`src/rtl/sport_pkg.sv`:
```
// Shared types and constants for the three-wire serial memory port.
// Assumes byte-wide serial framing; widths derive from BYTE_W.
package sport_pkg;

    localparam int unsigned BYTE_W    = 8;
    localparam int unsigned BIT_IDX_W = $clog2(BYTE_W);

    // Transfer phases of the serial frame.
    typedef enum logic [2:0] {
        XS_IDLE,
        XS_ADDR_HI,
        XS_ADDR_LO,
        XS_WRITE,
        XS_READ
    } xfer_state_e;

endpackage

```
`src/rtl/sport_pin_sync.sv`:
```
// Multi-bit level synchronizer for asynchronous host pins.
// Each bit passes through STAGES flops; reset values come from RST_VAL so
// that idle pin levels are seen during and right after reset.
// Assumes each input changes slowly relative to clk (no bus coherency needed).
module sport_pin_sync #(
    parameter int unsigned    W       = 3,
    parameter int unsigned    STAGES  = 2,
    parameter logic [W-1:0]   RST_VAL = '0
) (
    input  logic         clk,
    input  logic         rst_n,
    input  logic [W-1:0] pin_i,
    output logic [W-1:0] level_o
);

    generate
        for (genvar i = 0; i < W; i++) begin : g_bit
            logic [STAGES-1:0] chain;

            // Shift the raw pin level through the synchronizer chain.
            always_ff @(posedge clk) begin
                if (!rst_n) begin
                    chain <= {STAGES{RST_VAL[i]}};
                end else begin
                    chain <= {chain[STAGES-2:0], pin_i[i]};
                end
            end

            assign level_o[i] = chain[STAGES-1];
        end
    endgenerate

endmodule

```
`src/rtl/sport_addr_ctr.sv`:
```
// Transfer address register.
// Loads its upper field from the first address byte and its lower byte from
// the second; the lower load overwrites the overlap bit. Advances by one on
// every memory strobe, wrapping at the top of the AW-bit space.
// Assumes BYTE_W <= AW <= 2*BYTE_W-2 and that loads and increments never
// coincide (they are separated by at least one serial byte).
module sport_addr_ctr
    import sport_pkg::*;
#(
    parameter int unsigned AW = 14
) (
    input  logic              clk,
    input  logic              rst_n,
    input  logic              ld_hi_i,
    input  logic              ld_lo_i,
    input  logic              inc_i,
    input  logic [BYTE_W-1:0] byte_i,
    output logic [AW-1:0]     addr_o
);

    localparam int unsigned    HI_W = AW - BYTE_W + 1;
    localparam logic [AW-1:0]  ONE  = AW'(1);

    logic [AW-1:0] addr_q;

    // Load address fields or step to the next location.
    always_ff @(posedge clk) begin
        if (!rst_n) begin
            addr_q <= '0;
        end else if (ld_hi_i) begin
            addr_q[AW-1:BYTE_W-1] <= byte_i[HI_W-1:0];
        end else if (ld_lo_i) begin
            addr_q[BYTE_W-1:0] <= byte_i;
        end else if (inc_i) begin
            addr_q <= addr_q + ONE;
        end
    end

    assign addr_o = addr_q;

endmodule

```
`src/rtl/sport_frame_ctrl.sv`:
```
// Serial frame controller.
// Tracks the transfer phase, shifts in bits on synchronized serial clock
// rising edges (LSB first), hands address bytes to the address register,
// issues write strobes and signals the start of a read. Also detects
// serial clock falling edges for the read path.
// Assumes synchronized inputs; a high select level aborts everything.
module sport_frame_ctrl
    import sport_pkg::*;
(
    input  logic              clk,
    input  logic              rst_n,
    input  logic              sel_lvl_i,
    input  logic              sclk_lvl_i,
    input  logic              sdi_i,
    output logic              ld_hi_o,
    output logic              ld_lo_o,
    output logic [BYTE_W-1:0] byte_o,
    output logic              rd_start_o,
    output logic              rd_active_o,
    output logic              bit_zero_o,
    output logic              sclk_fall_o,
    output logic              wr_stb_o,
    output logic [BYTE_W-1:0] wr_data_o
);

    localparam logic [BIT_IDX_W-1:0] BIT_LAST = BIT_IDX_W'(BYTE_W - 1);
    localparam logic [BIT_IDX_W-1:0] BIT_ONE  = BIT_IDX_W'(1);

    xfer_state_e          state_q;
    logic [BIT_IDX_W-1:0] bit_idx_q;
    logic [BYTE_W-2:0]    rx_sh_q;
    logic                 rw_q;
    logic                 sclk_q;
    logic                 sclk_rise;
    logic                 in_rx;
    logic                 byte_done;
    logic [BYTE_W-1:0]    rx_next;

    // Remember the previous serial clock level for edge detection.
    always_ff @(posedge clk) begin
        if (!rst_n) begin
            sclk_q <= 1'b1;
        end else begin
            sclk_q <= sclk_lvl_i;
        end
    end

    assign sclk_rise   = sclk_lvl_i & ~sclk_q;
    assign sclk_fall_o = ~sclk_lvl_i & sclk_q;

    // Decode byte completion for the receive phases.
    always_comb begin
        rx_next   = {sdi_i, rx_sh_q};
        in_rx     = (state_q == XS_ADDR_HI) || (state_q == XS_ADDR_LO) ||
                    (state_q == XS_WRITE);
        byte_done = sclk_rise & ~sel_lvl_i & in_rx & (bit_idx_q == BIT_LAST);
    end

    assign ld_hi_o     = byte_done & (state_q == XS_ADDR_HI);
    assign ld_lo_o     = byte_done & (state_q == XS_ADDR_LO);
    assign rd_start_o  = ld_lo_o & rw_q;
    assign byte_o      = rx_next;
    assign rd_active_o = (state_q == XS_READ);
    assign bit_zero_o  = (bit_idx_q == '0);

    // Phase sequencing, bit counting, shifting and write strobe generation.
    always_ff @(posedge clk) begin
        if (!rst_n) begin
            state_q   <= XS_IDLE;
            bit_idx_q <= '0;
            rx_sh_q   <= '0;
            rw_q      <= 1'b0;
            wr_stb_o  <= 1'b0;
            wr_data_o <= '0;
        end else if (sel_lvl_i) begin
            state_q   <= XS_IDLE;
            bit_idx_q <= '0;
            wr_stb_o  <= 1'b0;
        end else begin
            wr_stb_o <= 1'b0;
            if (state_q == XS_IDLE) begin
                state_q   <= XS_ADDR_HI;
                bit_idx_q <= '0;
            end else if (sclk_rise) begin
                rx_sh_q   <= rx_next[BYTE_W-1:1];
                bit_idx_q <= bit_idx_q + BIT_ONE;
                if (bit_idx_q == BIT_LAST) begin
                    case (state_q)
                        XS_ADDR_HI: begin
                            rw_q    <= rx_next[BYTE_W-1];
                            state_q <= XS_ADDR_LO;
                        end
                        XS_ADDR_LO: begin
                            state_q <= rw_q ? XS_READ : XS_WRITE;
                        end
                        XS_WRITE: begin
                            wr_stb_o  <= 1'b1;
                            wr_data_o <= rx_next;
                        end
                        default: begin
                            state_q <= state_q;
                        end
                    endcase
                end
            end
        end
    end

endmodule

```
`src/rtl/sport_read_pipe.sv`:
```
// Read data pipeline.
// Fetches the first byte at turnaround, prefetches the next byte while the
// current one shifts out, and shifts one bit per serial clock falling edge.
// The falling edge that precedes bit 0 of a later byte swaps in the
// prefetched byte; the very first falling edge of a read leaves bit 0 alone.
// Assumes read data one clock after the strobe and at least a few system
// clocks between serial clock edges.
module sport_read_pipe
    import sport_pkg::*;
(
    input  logic              clk,
    input  logic              rst_n,
    input  logic              rd_start_i,
    input  logic              rd_active_i,
    input  logic              abort_i,
    input  logic              sclk_fall_i,
    input  logic              bit_zero_i,
    input  logic [BYTE_W-1:0] rdata_i,
    output logic              rd_req_o,
    output logic              sdo_o
);

    logic              rd_pend_q;
    logic [BYTE_W-1:0] tx_sh_q;
    logic [BYTE_W-1:0] pf_q;
    logic              tx_empty_q;
    logic              first_q;

    // Fetch, prefetch and shift-out sequencing.
    always_ff @(posedge clk) begin
        if (!rst_n) begin
            rd_req_o   <= 1'b0;
            rd_pend_q  <= 1'b0;
            tx_sh_q    <= '0;
            pf_q       <= '0;
            tx_empty_q <= 1'b1;
            first_q    <= 1'b1;
        end else if (rd_start_i) begin
            rd_req_o   <= 1'b1;
            rd_pend_q  <= 1'b0;
            tx_empty_q <= 1'b1;
            first_q    <= 1'b1;
        end else if (!rd_active_i || abort_i) begin
            rd_req_o   <= 1'b0;
            rd_pend_q  <= 1'b0;
            tx_empty_q <= 1'b1;
            first_q    <= 1'b1;
        end else begin
            rd_pend_q <= rd_req_o;
            rd_req_o  <= 1'b0;
            if (rd_pend_q) begin
                if (tx_empty_q) begin
                    tx_sh_q    <= rdata_i;
                    tx_empty_q <= 1'b0;
                    rd_req_o   <= 1'b1;
                end else begin
                    pf_q <= rdata_i;
                end
            end
            if (sclk_fall_i) begin
                if (!bit_zero_i) begin
                    tx_sh_q <= {1'b0, tx_sh_q[BYTE_W-1:1]};
                end else if (first_q) begin
                    first_q <= 1'b0;
                end else begin
                    tx_sh_q  <= pf_q;
                    rd_req_o <= 1'b1;
                end
            end
        end
    end

    assign sdo_o = tx_sh_q[0];

endmodule

```
`src/rtl/sport_mem_slave.sv`:
```
// Three-wire serial memory access port, top level.
// Synchronizes the host pins, runs the frame controller, keeps the transfer
// address and streams read data. The data line is enabled only while a read
// is active and the synchronized select is low.
// Assumes clk oversamples the serial clock by well over 4x per phase.
module sport_mem_slave
    import sport_pkg::*;
#(
    parameter int unsigned AW          = 14,
    parameter int unsigned SYNC_STAGES = 2
) (
    input  logic              clk,
    input  logic              rst_n,
    input  logic              sel_n_i,
    input  logic              sclk_i,
    input  logic              sdio_i,
    output logic              sdio_o,
    output logic              sdio_oe_o,
    output logic [AW-1:0]     mem_addr_o,
    output logic              mem_wr_o,
    output logic [BYTE_W-1:0] mem_wdata_o,
    output logic              mem_rd_o,
    input  logic [BYTE_W-1:0] mem_rdata_i
);

    localparam int unsigned PIN_W   = 3;
    localparam int unsigned PIN_SEL = 2;
    localparam int unsigned PIN_CLK = 1;
    localparam int unsigned PIN_DAT = 0;

    logic [PIN_W-1:0]  pin_lvl;
    logic              ld_hi;
    logic              ld_lo;
    logic [BYTE_W-1:0] rx_byte;
    logic              rd_start;
    logic              rd_active;
    logic              bit_zero;
    logic              sclk_fall;

    sport_pin_sync #(
        .W       (PIN_W),
        .STAGES  (SYNC_STAGES),
        .RST_VAL (3'b110)
    ) u_sync (
        .clk     (clk),
        .rst_n   (rst_n),
        .pin_i   ({sel_n_i, sclk_i, sdio_i}),
        .level_o (pin_lvl)
    );

    sport_frame_ctrl u_ctrl (
        .clk         (clk),
        .rst_n       (rst_n),
        .sel_lvl_i   (pin_lvl[PIN_SEL]),
        .sclk_lvl_i  (pin_lvl[PIN_CLK]),
        .sdi_i       (pin_lvl[PIN_DAT]),
        .ld_hi_o     (ld_hi),
        .ld_lo_o     (ld_lo),
        .byte_o      (rx_byte),
        .rd_start_o  (rd_start),
        .rd_active_o (rd_active),
        .bit_zero_o  (bit_zero),
        .sclk_fall_o (sclk_fall),
        .wr_stb_o    (mem_wr_o),
        .wr_data_o   (mem_wdata_o)
    );

    sport_addr_ctr #(
        .AW (AW)
    ) u_addr (
        .clk     (clk),
        .rst_n   (rst_n),
        .ld_hi_i (ld_hi),
        .ld_lo_i (ld_lo),
        .inc_i   (mem_wr_o | mem_rd_o),
        .byte_i  (rx_byte),
        .addr_o  (mem_addr_o)
    );

    sport_read_pipe u_rd (
        .clk         (clk),
        .rst_n       (rst_n),
        .rd_start_i  (rd_start),
        .rd_active_i (rd_active),
        .abort_i     (pin_lvl[PIN_SEL]),
        .sclk_fall_i (sclk_fall),
        .bit_zero_i  (bit_zero),
        .rdata_i     (mem_rdata_i),
        .rd_req_o    (mem_rd_o),
        .sdo_o       (sdio_o)
    );

    assign sdio_oe_o = rd_active & ~pin_lvl[PIN_SEL];

endmodule

```
`config.mk`:
```
export PLATFORM = sky130hd
export DESIGN_NAME = sport_mem_slave
export DESIGN_NICKNAME = d
export VERILOG_FILES = /design/src/rtl/sport_pkg.sv /design/src/rtl/sport_pin_sync.sv /design/src/rtl/sport_addr_ctr.sv /design/src/rtl/sport_frame_ctrl.sv /design/src/rtl/sport_read_pipe.sv /design/src/rtl/sport_mem_slave.sv
export SDC_FILE = /design/constraint.sdc
export NUM_CORES = 1
export LEC_CHECK = 0
export ABC_AREA = 1
export BUFFER_PORTS_ARGS = -buffer_cell sky130_fd_sc_hd__buf_2
export CORE_ASPECT_RATIO = 2
export CORE_UTILIZATION = 30
export DETAILED_ROUTE_END_ITERATION = 8
export GPL_ROUTABILITY_DRIVEN = 0
export PLACE_DENSITY = 0.53
export RECOVER_POWER = 100
export SETUP_SLACK_MARGIN = 0.05
export SKIP_CTS_REPAIR_TIMING = 1
export SKIP_LAST_GASP = 1
export SYNTH_ARGS = -nofsm -noshare
export SYNTH_HDL_FRONTEND = slang
export SYNTH_HIERARCHICAL = 1
export SYNTH_SLANG_ARGS = --single-unit
```
`constraint.sdc`:
```
create_clock -name clk -period 3.3 [get_ports clk]
set_input_delay 0.33 -clock clk [delete_from_list [all_inputs] [get_ports clk]]
set_output_delay 0.33 -clock clk [all_outputs]
set_load 0.005 [all_outputs]
```
==> impl_results.md <==
* Synth top area share at 35.2%
* Area Overhead vs Synth at 13.1%
* Hold slack at 0.183 ns
* Initial core utilization at 31.0%
* Compound-gate portion of the synthesized area at 12.1%
* R2r endpoint: u_addr/addr_o[9]
* Clock Latency Late Sink at 0.32 ns
* Required time of the critical path at 3.54 ns
* Tcrit/Tclk final at 80.7%
* Horiz. Die Dim at 79.9 um
* Peak VDD IR at 0.280 mV
* Syn nets at 535
* Reg power frac at 41.3%
* Internal at 1.52 mW
* CP max stage cell: nor2_1
* Total congestion overflow at 0
* WL/cell at 12.9 um
* Total GRT Usage at 15.0%
* Top cells by area, synth: dfxtp_1, nand2_1, inv_1, nor2_1, nand3_1
* Core Footprint at 11,800 um^2
* Main synth FF type: dfxtp_1
* HPWL after DPL at 6840 um
* EDFF count, synth at 0
* FF-to-FF setup slack at 0.64 ns
* P_sw at 0.365 mW
* Crit path launch type: register
* Routed Antenna Nets at 0
* Fin cells at 702
* Gate power share at 2.1%
* Largest family of logic cells by synthesized area: simple AND/OR/NAND/NOR gates
* Nets at 569
* First drt pass iteration count at 4
* Fmax at 375 MHz
* Seq/Total Area, Yosys at 35.2%
* Async set or reset register ratio after synthesis at 0%
* Via count at 3,377
* Max Slew Vio Count at 0
* CP cell instances: ha_1 > ha_1 > nand3_1 > clkinvlp_2 > nand4_1 > nor2_1 > buf_4 > inv_1 > nand2_1 > nor2_1 > nand3_1 > a21oi_1
* DR iter-0 viols at 137
* Vias per inst at 4.81
* Sink Count at 64
* PwrDens at 458 nW/um^2
* TritonCTS Buffers at 9
* # rows at 56
* Hold Path Sink: u_sync/g_bit[2].chain[0]
* Antenna violations before repair at 0
* Hold wc startpoint: sel_n_i
* Rel. slew slack at 18.3%
* Fillers at 1,287
* I/O Buffers at 38
* Routed wire length at 9060 um
* Total Power at 1.89 mW
* Status: completed
* Post-synthesis adder-cell area fraction at 1.37%
* Top post-synthesis cells by count: nand2_1, inv_1, dfxtp_1
* Clock network fraction of total power at 56.6%
* WHS Path Cells at 3
* CTS Root Cell: clkbuf_16
* Leakage power at 1.80 nW
* Die extent in y at 158 um
* Setup TNS at 0 ns
* Slew at the pin closest to its max-slew limit at 1.22 ns
* Residual DRC count at 0
* CP Capture Type: register
* Register clock-pin slew on the reported worst setup and hold paths at 0.05 ns
* Count of final setup violators at 0
* Clock skew at 0.00871 ns
* Leading area contributor after synthesis: dfxtp_1
* Most common cell in the netlist: nand2_1
* Synthesis warning total at 6
* Post-Syn Area at 3640 um^2
* Number of global-route vias before repair at 3,190
* Sw frac at 19.3%
* RSZ-0062 raised after global routing: false
* Worst Hold Class: in -> reg
* CP Class: reg -> reg
* Syn avg cell area at 7.04 um^2
* R2R Path Start: u_ctrl/bit_idx_q[0]
* IO Pins at 39
* Largest net degree at the start of global routing at 27
* Yosys cell types at 39
* Placed Cells at 686
* Worst-case reg-to-reg path depth at 12
* Worst endpoint data arrival time at 2.91 ns
* CP max FO at 13
* Fin. Hold Viols at 0
* Critical path's top delay family: simple AND/OR/NAND/NOR gates
* Post-synthesis xor/xnor area fraction at 0%
* Global-route wire length before repair at 14,600 um
* Die area at 12,600 um^2
* Post-Synthesis Cells at 518
* Maximum root-to-sink buffer count at 2
* Synth Register Bits at 64
* Post-Synth Simple-Gate Area at 38.6%
* Max-cap violations at 0
* Multiplexer share of the synthesized area at 0%
* CP peak stage delay at 0.42 ns
* Layout cells sized above 1 at 16.7%
* CTS tree: done
* Worst path bufs/invs at 3
* Period minus WS final at 2.66 ns
* H-tree depth reported by CTS at 3
* Diodes inserted at 0
## worst max path at each step
stage,startpoint,to,slack (ns),depth (start not counted)
after floorplan,u_ctrl/bit_idx_q[0],u_rd/tx_sh_q[7],1.41,11
after global placement,u_ctrl/bit_idx_q[0],u_addr/addr_o[2],1.13,12
after detailed placement,u_ctrl/bit_idx_q[1],u_addr/addr_o[2],1.06,13
after CTS,u_ctrl/bit_idx_q[1],u_addr/addr_o[2],1.03,13
after global routing,u_ctrl/bit_idx_q[0],u_rd/pf_q[7],0.40,11
final,u_ctrl/bit_idx_q[0],u_addr/addr_o[9],0.64,12
## through the flow
stage	setup WS (ns)	util [%]	area, um^2
after floorplan	1.41	-	3640
after global routing	0.396	35.0	4120
after CTS	1.03	35.8	4220
after global placement	1.13	33.0	3880
final	0.636	35.0	4120
after detailed placement	1.06	33.0	3880
## state kept, by name, summed over array words and instances, names as in the netlist, 3 cells and up
signal and flops:
u_ctrl/state_q 3, u_ctrl/rx_sh_q 7, u_rd/tx_sh_q 8, u_ctrl/bit_idx_q 3
u_sync/g_bit.chain 6, u_addr/addr_o 14, u_rd/pf_q 8, u_ctrl/wr_data_o 8
## kinds of logic after synthesis
family	after synthesis
AO/OA/AOI/OAI	74
adder cells (fa/ha/maj)	4
buffers and inverters	99
flip-flops	64
AND/OR/NAND/NOR	277
## routing by layer
layer,wire length [um],GRT usage (%),vias to the layer above
met5,0,0,-
met4,589,11.1,0
met3,296,2.77,34
met2,4770,27.6,98
met1,3410,14.6,1543
li1,-,-,1702
## worst reg2reg max path: stages, from the launching register on
cell        delay (ns)
dfxtp_1           0.32
ha_1              0.19
ha_1              0.17
nand3_1           0.15
clkinvlp_2        0.24
nand4_1           0.16
nor2_1            0.05
buf_4             0.17
inv_1             0.28
nand2_1           0.14
nor2_1            0.42
nand3_1           0.14
a21oi_1           0.14
## layout by cell type, fill, tap and decap left out, types with 2 or more instances in the layout
cell       netlist  routed
nor2_4           8       7
inv_1           70      73
or2_0            5       5
o22ai_1          5       5
nand2_1        114     116
ha_1             4       4
nand3_2          2       2
nand4_1          8       8
or2_2            5       5
o21ai_0         10      20
o21ai_1         18       8
clkinv_2         1       2
nor2_1          61      67
nor3_2           8       8
o21ai_2          2       2
dfxtp_1         64      64
nand2_2          8       7
o211ai_1         6       6
clkbuf_1         0      18
nor2_2           7       3
a31oi_1          2       2
a21oi_2          9       6
bufinv_16        0       3
nand2_4          6       5
buf_2            4      22
clkbuf_16        0       9
a21oi_1         20      23
nand3_1         37      38
nor3_1           2       2
inv_2           10       6
## layout make-up
class                      count  area (um^2)  share of cell area, %
multi-input combinational    355         1830                   44.4
clock inverter                 6          108                   2.61
clock buffer                  10          229                   5.55
timing repair buffer          40          181                   4.40
inverter                      82          314                   7.62
tap                          145          181                   4.40
sequential                    64         1280                   31.1
## power groups by stage
stage / clock [mW] / combinational (mW) / sequential (mW)
2_1_floorplan: 0 / 0.0273 / 0.795
3_3_place_gp: 0 / 0.0411 / 0.798
3_5_place_dp: 0 / 0.0409 / 0.797
4_1_cts: 1.10 / 0.0410 / 0.781
5_1_grt: 1.14 / 0.0440 / 0.780
6_report: 1.07 / 0.0390 / 0.781
(Power assumes the default switching activity.)
